### src/rtl/lsplit_pkg.sv
package lsplit_pkg;
  localparam int unsigned NUM_LANES = 4;
  localparam int unsigned NUM_SLOTS = 4;

  typedef enum logic [1:0] {
    LINK_SINGLE    = 2'd0,
    LINK_DUAL_EVEN = 2'd1,
    LINK_DUAL_ODD  = 2'd2,
    LINK_RSVD      = 2'd3
  } link_mode_e;

  localparam int unsigned SLOT_HS = 0;
  localparam int unsigned SLOT_VS = 1;
  localparam int unsigned SLOT_DE = 2;
  localparam int unsigned SLOT_Z  = 3;
endpackage

### src/rtl/lane_router.sv
module lane_router
  import lsplit_pkg::*;
#(
  parameter int unsigned LANE_W = 7,
  localparam int unsigned PIX_W = NUM_LANES * LANE_W
) (
  input  logic             swap_i,
  input  logic [PIX_W-1:0] pix_i,
  output logic [PIX_W-1:0] pix_o
);
  for (genvar k = 0; k < NUM_LANES; k++) begin : g_lane
    localparam int unsigned SRC = (k == 1) ? 3 : ((k == 3) ? 1 : k);
    assign pix_o[k*LANE_W +: LANE_W] = swap_i ? pix_i[SRC*LANE_W +: LANE_W]
                                              : pix_i[k*LANE_W +: LANE_W];
  end
endmodule

### src/rtl/ctrl_mapper.sv
module ctrl_mapper
  import lsplit_pkg::*;
(
  input  logic                 clk_i,
  input  logic                 rst_ni,
  input  logic                 dual_i,
  input  logic                 hsync_i,
  input  logic                 vsync_i,
  input  logic                 de_i,
  output logic [NUM_SLOTS-1:0] pri_ctrl_o,
  output logic [NUM_SLOTS-1:0] cmp_ctrl_o
);
  logic [NUM_SLOTS-1:0] slots;

  always_comb begin
    slots          = '0;
    slots[SLOT_HS] = hsync_i;
    slots[SLOT_VS] = vsync_i;
    slots[SLOT_DE] = de_i;
  end

  always_ff @(posedge clk_i or negedge rst_ni) begin
    if (!rst_ni) begin
      pri_ctrl_o <= '0;
      cmp_ctrl_o <= '0;
    end else begin
      pri_ctrl_o <= slots;
      cmp_ctrl_o <= dual_i ? slots : '0;
    end
  end

  assert_slot_map_R7: assert property (@(posedge clk_i) disable iff (!rst_ni)
    1'b1 |=> (pri_ctrl_o[0] == $past(hsync_i)) && (pri_ctrl_o[1] == $past(vsync_i))
             && (pri_ctrl_o[2] == $past(de_i)) && !pri_ctrl_o[3]);

  assert_cmp_ctrl_idle_R2: assert property (@(posedge clk_i) disable iff (!rst_ni)
    !dual_i |=> cmp_ctrl_o == '0);
endmodule

### src/rtl/pair_splitter.sv
module pair_splitter #(
  parameter int unsigned PIX_W = 28
) (
  input  logic             clk_i,
  input  logic             rst_ni,
  input  logic             dual_i,
  input  logic             odd_first_i,
  input  logic             de_i,
  input  logic [PIX_W-1:0] pix_i,
  output logic             pri_valid_o,
  output logic [PIX_W-1:0] pri_data_o,
  output logic             cmp_valid_o,
  output logic [PIX_W-1:0] cmp_data_o
);
  logic             de_q;
  logic             have_even_q;
  logic [PIX_W-1:0] even_q;
  logic             line_start;
  logic             emit;
  logic [PIX_W-1:0] odd_pix;

  assign line_start = de_i && !de_q;
  // pair completes on an odd pixel, or flushes a dangling even pixel at line end
  assign emit    = dual_i && have_even_q && (de_i ? !line_start : 1'b1);
  assign odd_pix = de_i ? pix_i : '0;

  always_ff @(posedge clk_i or negedge rst_ni) begin
    if (!rst_ni) begin
      de_q        <= 1'b0;
      have_even_q <= 1'b0;
      even_q      <= '0;
    end else begin
      de_q <= de_i;
      if (!dual_i) begin
        have_even_q <= 1'b0;
      end else if (de_i && (line_start || !have_even_q)) begin
        have_even_q <= 1'b1;
        even_q      <= pix_i;
      end else if (emit) begin
        have_even_q <= 1'b0;
      end
    end
  end

  always_ff @(posedge clk_i or negedge rst_ni) begin
    if (!rst_ni) begin
      pri_valid_o <= 1'b0;
      cmp_valid_o <= 1'b0;
      pri_data_o  <= '0;
      cmp_data_o  <= '0;
    end else if (!dual_i) begin
      pri_valid_o <= de_i;
      pri_data_o  <= de_i ? pix_i : '0;
      cmp_valid_o <= 1'b0;
      cmp_data_o  <= '0;
    end else if (emit) begin
      pri_valid_o <= 1'b1;
      cmp_valid_o <= 1'b1;
      pri_data_o  <= odd_first_i ? odd_pix : even_q;
      cmp_data_o  <= odd_first_i ? even_q  : odd_pix;
    end else begin
      pri_valid_o <= 1'b0;
      cmp_valid_o <= 1'b0;
      if (!de_i) begin
        pri_data_o <= '0;
        cmp_data_o <= '0;
      end
    end
  end

  assert_pair_aligned_R3: assert property (@(posedge clk_i) disable iff (!rst_ni)
    dual_i |=> pri_valid_o == cmp_valid_o);

  assert_pair_spacing_R3: assert property (@(posedge clk_i) disable iff (!rst_ni)
    (dual_i && pri_valid_o) |=> !pri_valid_o);

  assert_flush_R6: assert property (@(posedge clk_i) disable iff (!rst_ni)
    (dual_i && have_even_q && !de_i) |=> (pri_valid_o && cmp_valid_o));

  assert_single_pass_R2: assert property (@(posedge clk_i) disable iff (!rst_ni)
    !dual_i |=> (pri_valid_o == $past(de_i)) && !cmp_valid_o && (cmp_data_o == '0));
endmodule

### src/rtl/pix_link_splitter.sv
module pix_link_splitter
  import lsplit_pkg::*;
#(
  parameter int unsigned LANE_W = 7,
  localparam int unsigned PIX_W = NUM_LANES * LANE_W
) (
  input  logic                 clk_i,
  input  logic                 rst_ni,
  input  logic [1:0]           link_mode_i,
  input  logic                 lane_swap_i,
  input  logic                 hsync_i,
  input  logic                 vsync_i,
  input  logic                 de_i,
  input  logic [PIX_W-1:0]     pix_i,
  output logic                 pri_valid_o,
  output logic [PIX_W-1:0]     pri_data_o,
  output logic [NUM_SLOTS-1:0] pri_ctrl_o,
  output logic                 cmp_valid_o,
  output logic [PIX_W-1:0]     cmp_data_o,
  output logic [NUM_SLOTS-1:0] cmp_ctrl_o
);
  link_mode_e       mode;
  logic             dual;
  logic             odd_first;
  logic [PIX_W-1:0] pix_routed;

  assign mode      = link_mode_e'(link_mode_i);
  assign dual      = (mode == LINK_DUAL_EVEN) || (mode == LINK_DUAL_ODD);
  assign odd_first = (mode == LINK_DUAL_ODD);

  lane_router #(.LANE_W(LANE_W)) u_lane (
    .swap_i (lane_swap_i),
    .pix_i  (pix_i),
    .pix_o  (pix_routed)
  );

  pair_splitter #(.PIX_W(PIX_W)) u_split (
    .clk_i       (clk_i),
    .rst_ni      (rst_ni),
    .dual_i      (dual),
    .odd_first_i (odd_first),
    .de_i        (de_i),
    .pix_i       (pix_routed),
    .pri_valid_o (pri_valid_o),
    .pri_data_o  (pri_data_o),
    .cmp_valid_o (cmp_valid_o),
    .cmp_data_o  (cmp_data_o)
  );

  ctrl_mapper u_ctrl (
    .clk_i      (clk_i),
    .rst_ni     (rst_ni),
    .dual_i     (dual),
    .hsync_i    (hsync_i),
    .vsync_i    (vsync_i),
    .de_i       (de_i),
    .pri_ctrl_o (pri_ctrl_o),
    .cmp_ctrl_o (cmp_ctrl_o)
  );

  assert_blank_zero_R9: assert property (@(posedge clk_i) disable iff (!rst_ni)
    (!pri_valid_o && !pri_ctrl_o[SLOT_DE]) |-> pri_data_o == '0);

  assert_reset_quiet_R10: assert property (@(posedge clk_i)
    !rst_ni |-> (!pri_valid_o && !cmp_valid_o && pri_data_o == '0 && cmp_data_o == '0));
endmodule

### config.mk
export PLATFORM = sky130hd
export DESIGN_NAME = pix_link_splitter
export DESIGN_NICKNAME = d
export VERILOG_FILES = /design/src/rtl/lsplit_pkg.sv /design/src/rtl/lane_router.sv /design/src/rtl/ctrl_mapper.sv /design/src/rtl/pair_splitter.sv /design/src/rtl/pix_link_splitter.sv
export SDC_FILE = /design/constraint.sdc
export NUM_CORES = 1
export LEC_CHECK = 0
export ABC_AREA = 1
export BUFFER_PORTS_ARGS = -buffer_cell sky130_fd_sc_hd__buf_2
export CAP_MARGIN = 10
export CORE_MARGIN = 5
export CORE_UTILIZATION = 45
export DETAILED_ROUTE_END_ITERATION = 16
export PLACE_DENSITY = 0.68
export SLEW_MARGIN = 20
export SYNTH_ARGS = -nofsm -noshare
export SYNTH_HDL_FRONTEND = slang
export SYNTH_SLANG_ARGS = --single-unit
### constraint.sdc
create_clock -name clk_i -period 1.35 [get_ports clk_i]
set_input_delay 0.0675 -clock clk_i [delete_from_list [all_inputs] [get_ports clk_i]]
set_output_delay 0.0675 -clock clk_i [all_outputs]
set_load 0.01 [all_outputs]
==> impl_results.md <==
- Run status: completed
- Static leakage power: 3.221 nW
- Worst IR drop on VDD: between 0.0005 and 0.0006 V
- Worst clock skew: around 0.0085 ns
- Flip-flop and latch count after synthesis: between 90 and 100
- Number of diodes: 0
- Startpoint type of the worst setup path: flop
- TNS Setup: 0 ns
- Global-route wire length before repair: ~22,000 um
- Final weighted congestion of routability-driven global placement: between 0.8 and 0.9
- Area growth from synthesis to final layout: 23.47%
- Final standard cell area without fillers: approximately 0.0058 mm^2
- Fraction of post-synthesis cell area in the top cell type by area: 0.4977
- Total routed wire length on the met1 layer: 5551 um
- Remaining antenna violation count: 0
- Most frequent standard cell in the layout excluding fill and tap cells: sky130_fd_sc_hd__nand2_1
- Floorplan die area: between 0.01 and 0.015 mm^2
- Routed length on met3: between 900 and 1000 um
- Sequential cell area fraction in the yosys report: 0.4977
- Hold_sp: pix_i[13]
- Total Routing Usage GR: 0.2125
- Clock transition at path regs: approximately 0.090 ns
- Number of I/O port buffers: roughly 100
- Number of instances in the synthesized netlist: ~630
- # rows: 37
- Postcts setup bufs: 0
- Post-layout nets: a little under 800
- Dpl hpwl: a little under 9000 um
- Vias per inst: slightly above 5
- Clk sinks: 93
- Register-to-Register Path Depth: 8
- Kind of capture point of the worst setup path: flop
- Data required time at the worst endpoint: approximately 1.6 ns
- Congestion Overflow GR: 0
- Worst hold path cell count: 5
- Cell types with the largest area share after synthesis: sky130_fd_sc_hd__dfrtp_1, sky130_fd_sc_hd__nand2_1, sky130_fd_sc_hd__nand3_1
- Bufs on Longest Clock Path: 2
- Count of distinct cell types in the synthesized netlist: 24
- Final wirelength: 13,000 um
- Htree depth: 3
- Post-Synthesis Mean Instance Area: 7.375 um^2
- Average detailed-routed wire length per instance: 14.66 um
- Iteration count of the initial detailed-routing pass: 5
- Critical path launch point: u_split.de_q
- Maximum net fanout on the critical path: 25
- Sum of met2 wire segment lengths after detailed routing: 6190 um
- Setup repair after global routing missed its margin: no
- Clock network latency to the later pin of the worst-skew pair: 0.37 ns
- Via count of the first global-routing pass: 4,528
- Overall via count from detail_route: 4,531
- CTS tree: built
- Die extent in x: 111.9 um
- Max Slew Vio Count: 0
- Upper clock frequency limit: 0.8241 GHz
- Portion of the clock cycle consumed by the worst path in the final layout: 0.8988
- Ys Warns: 0
- Power Density: 1129 mW/mm^2
- DRC errors left: 0
- Layout cells sized above 1: 0.1997
- R2R Setup Slk: between 0.1 and 0.15 ns
- Post-synth design cell area: about 0.0047 mm^2
- Maximum number of pins on one net before global-route repair: 57
- Vertical die dimension: between 100 and 150 um
- Number of DRC markers in iteration 0: 239
- Type of the most critical hold path: input port to flop
- Number of failing hold endpoints at the final stage: 0
- Number of placed I/O pins: around 100
- Antenna violations before repair: 0
- Area of the core: between 0.01 and 0.015 mm^2
- Commonest cells after routing, fill and taps aside: sky130_fd_sc_hd__nand2_1, sky130_fd_sc_hd__buf_2, sky130_fd_sc_hd__dfrtp_1
- Worst R2R Start: u_split.de_q
- Cell at the root of the clock tree: sky130_fd_sc_hd__clkbuf_8
- Area leader, netlist: sky130_fd_sc_hd__dfrtp_1
- Count of endpoints failing setup in the final report: 0
- Crit Path Class: flop to flop
- Shortest period the worst path allows: about 1.2 ns
- Placed Area: between 0.005 and 0.006 mm^2
- Worst path arrival time: 1.51 ns
- Reported max-cap violation count: 0
- Top Layer Used: met4
- Initial Util: 0.4570
- Total CTS buffers: 9
## registers in the layout, summed over array words and instances (netlist names)
| register | flops |
|---|---|
| u_split.pri_data_o | 28 |
| u_split.cmp_valid_o | 1 |
| u_split.de_q | 1 |
| u_ctrl.pri_ctrl_o | 2 |
| u_ctrl.cmp_ctrl_o | 3 |
| u_split.cmp_data_o | 28 |
| u_split.have_even_q | 1 |
| u_split.even_q | 28 |
| u_split.pri_valid_o | 1 |
## timing repair
| item | in CTS | in global routing |
|---|---|---|
| setup endpoints to repair | 0 | 7 |
| hold endpoints to repair | 59 | 0 |
| hold buffers | 17 | 0 |
| gates resized for setup | 0 | 2 |
## layout make-up
cell class                 count  area, um^2
clock buffer                   9       123.9
multi-input combinational    466        2009
clock inverter                 7       50.05
tap                          136       170.2
timing repair buffer         142       959.7
inverter                      34       132.6
sequential                    93        2327
fill                         943        4458
## power breakdown
part           switching [mW]  internal, mW  total, mW  leakage (nW)
Clock                    1.05         0.672       1.72        0.0816
Sequential              0.223          3.12       3.34          1.21
Combinational           0.879         0.577       1.46          1.93
## cells in the mapped netlist (all sizes together)
library cell,n
dfrtp,93
conb,1
inv,34
buf,26
o211ai,4
nand2,248
nor2,62
nand3,76
ha,2
nand4,8
a21oi,20
clkbuf,16
and2,6
o21ai,38
## worst paths after layout
kind / endpoint
hold reg to reg: u_split.cmp_data_o[27]
hold / removal: u_split.pri_data_o[13]
min in group asynchronous: u_split.even_q[13]
max in group asynchronous: u_split.cmp_data_o[7]
setup reg to reg: u_split.even_q[22]
setup / recovery: u_split.even_q[22]
## worst max-delay path, cell delays in order, from the launching register on
cell                      delay [ns]
sky130_fd_sc_hd__dfrtp_1        0.38
sky130_fd_sc_hd__inv_1          0.06
sky130_fd_sc_hd__nand2_1        0.08
sky130_fd_sc_hd__nand2_2        0.10
sky130_fd_sc_hd__nand2_4        0.07
sky130_fd_sc_hd__inv_6          0.13
sky130_fd_sc_hd__buf_12         0.18
sky130_fd_sc_hd__nand2_1        0.07
sky130_fd_sc_hd__o21ai_1        0.07
## per-stage QoR
| step | std cells | power (mW) | util | hold slack [ns] | worst slack, ns |
|---|---|---|---|---|---|
| final | 887 | 6.517 | 0.5643 | 0.1167 | 0.1366 |
| after global routing | 887 | 6.938 | 0.5643 | 0.1376 | 0.01136 |
| after CTS | 886 | 6.564 | 0.5612 | 0.09645 | 0.08881 |
| after detailed placement | 853 | 4.796 | 0.5276 | 0.04247 | -0.02314 |
| after global placement | 853 | 4.744 | 0.5276 | 0.04083 | 0.0005036 |
| after floorplan | 635 | 4.211 | - | -0.2281 | 0.07934 |
## logic make-up after synthesis
logic type	after synthesis	synth area share
adders and majority gates	2	0.005351
buffers and inverters	76	0.07386
and+or+nand+nor	400	0.3538
AOI/OAI and AO/OA	62	0.06850
other	1	0.0008020
DFF	93	0.4977
## layer usage
layer,vias up,track usage
met1,2109,0.2806
met5,-,0
li1,2225,-
met3,20,0.03478
met2,177,0.3453
met4,0,0.09455
No activity file was read; power rests on OpenSTA's default activity.
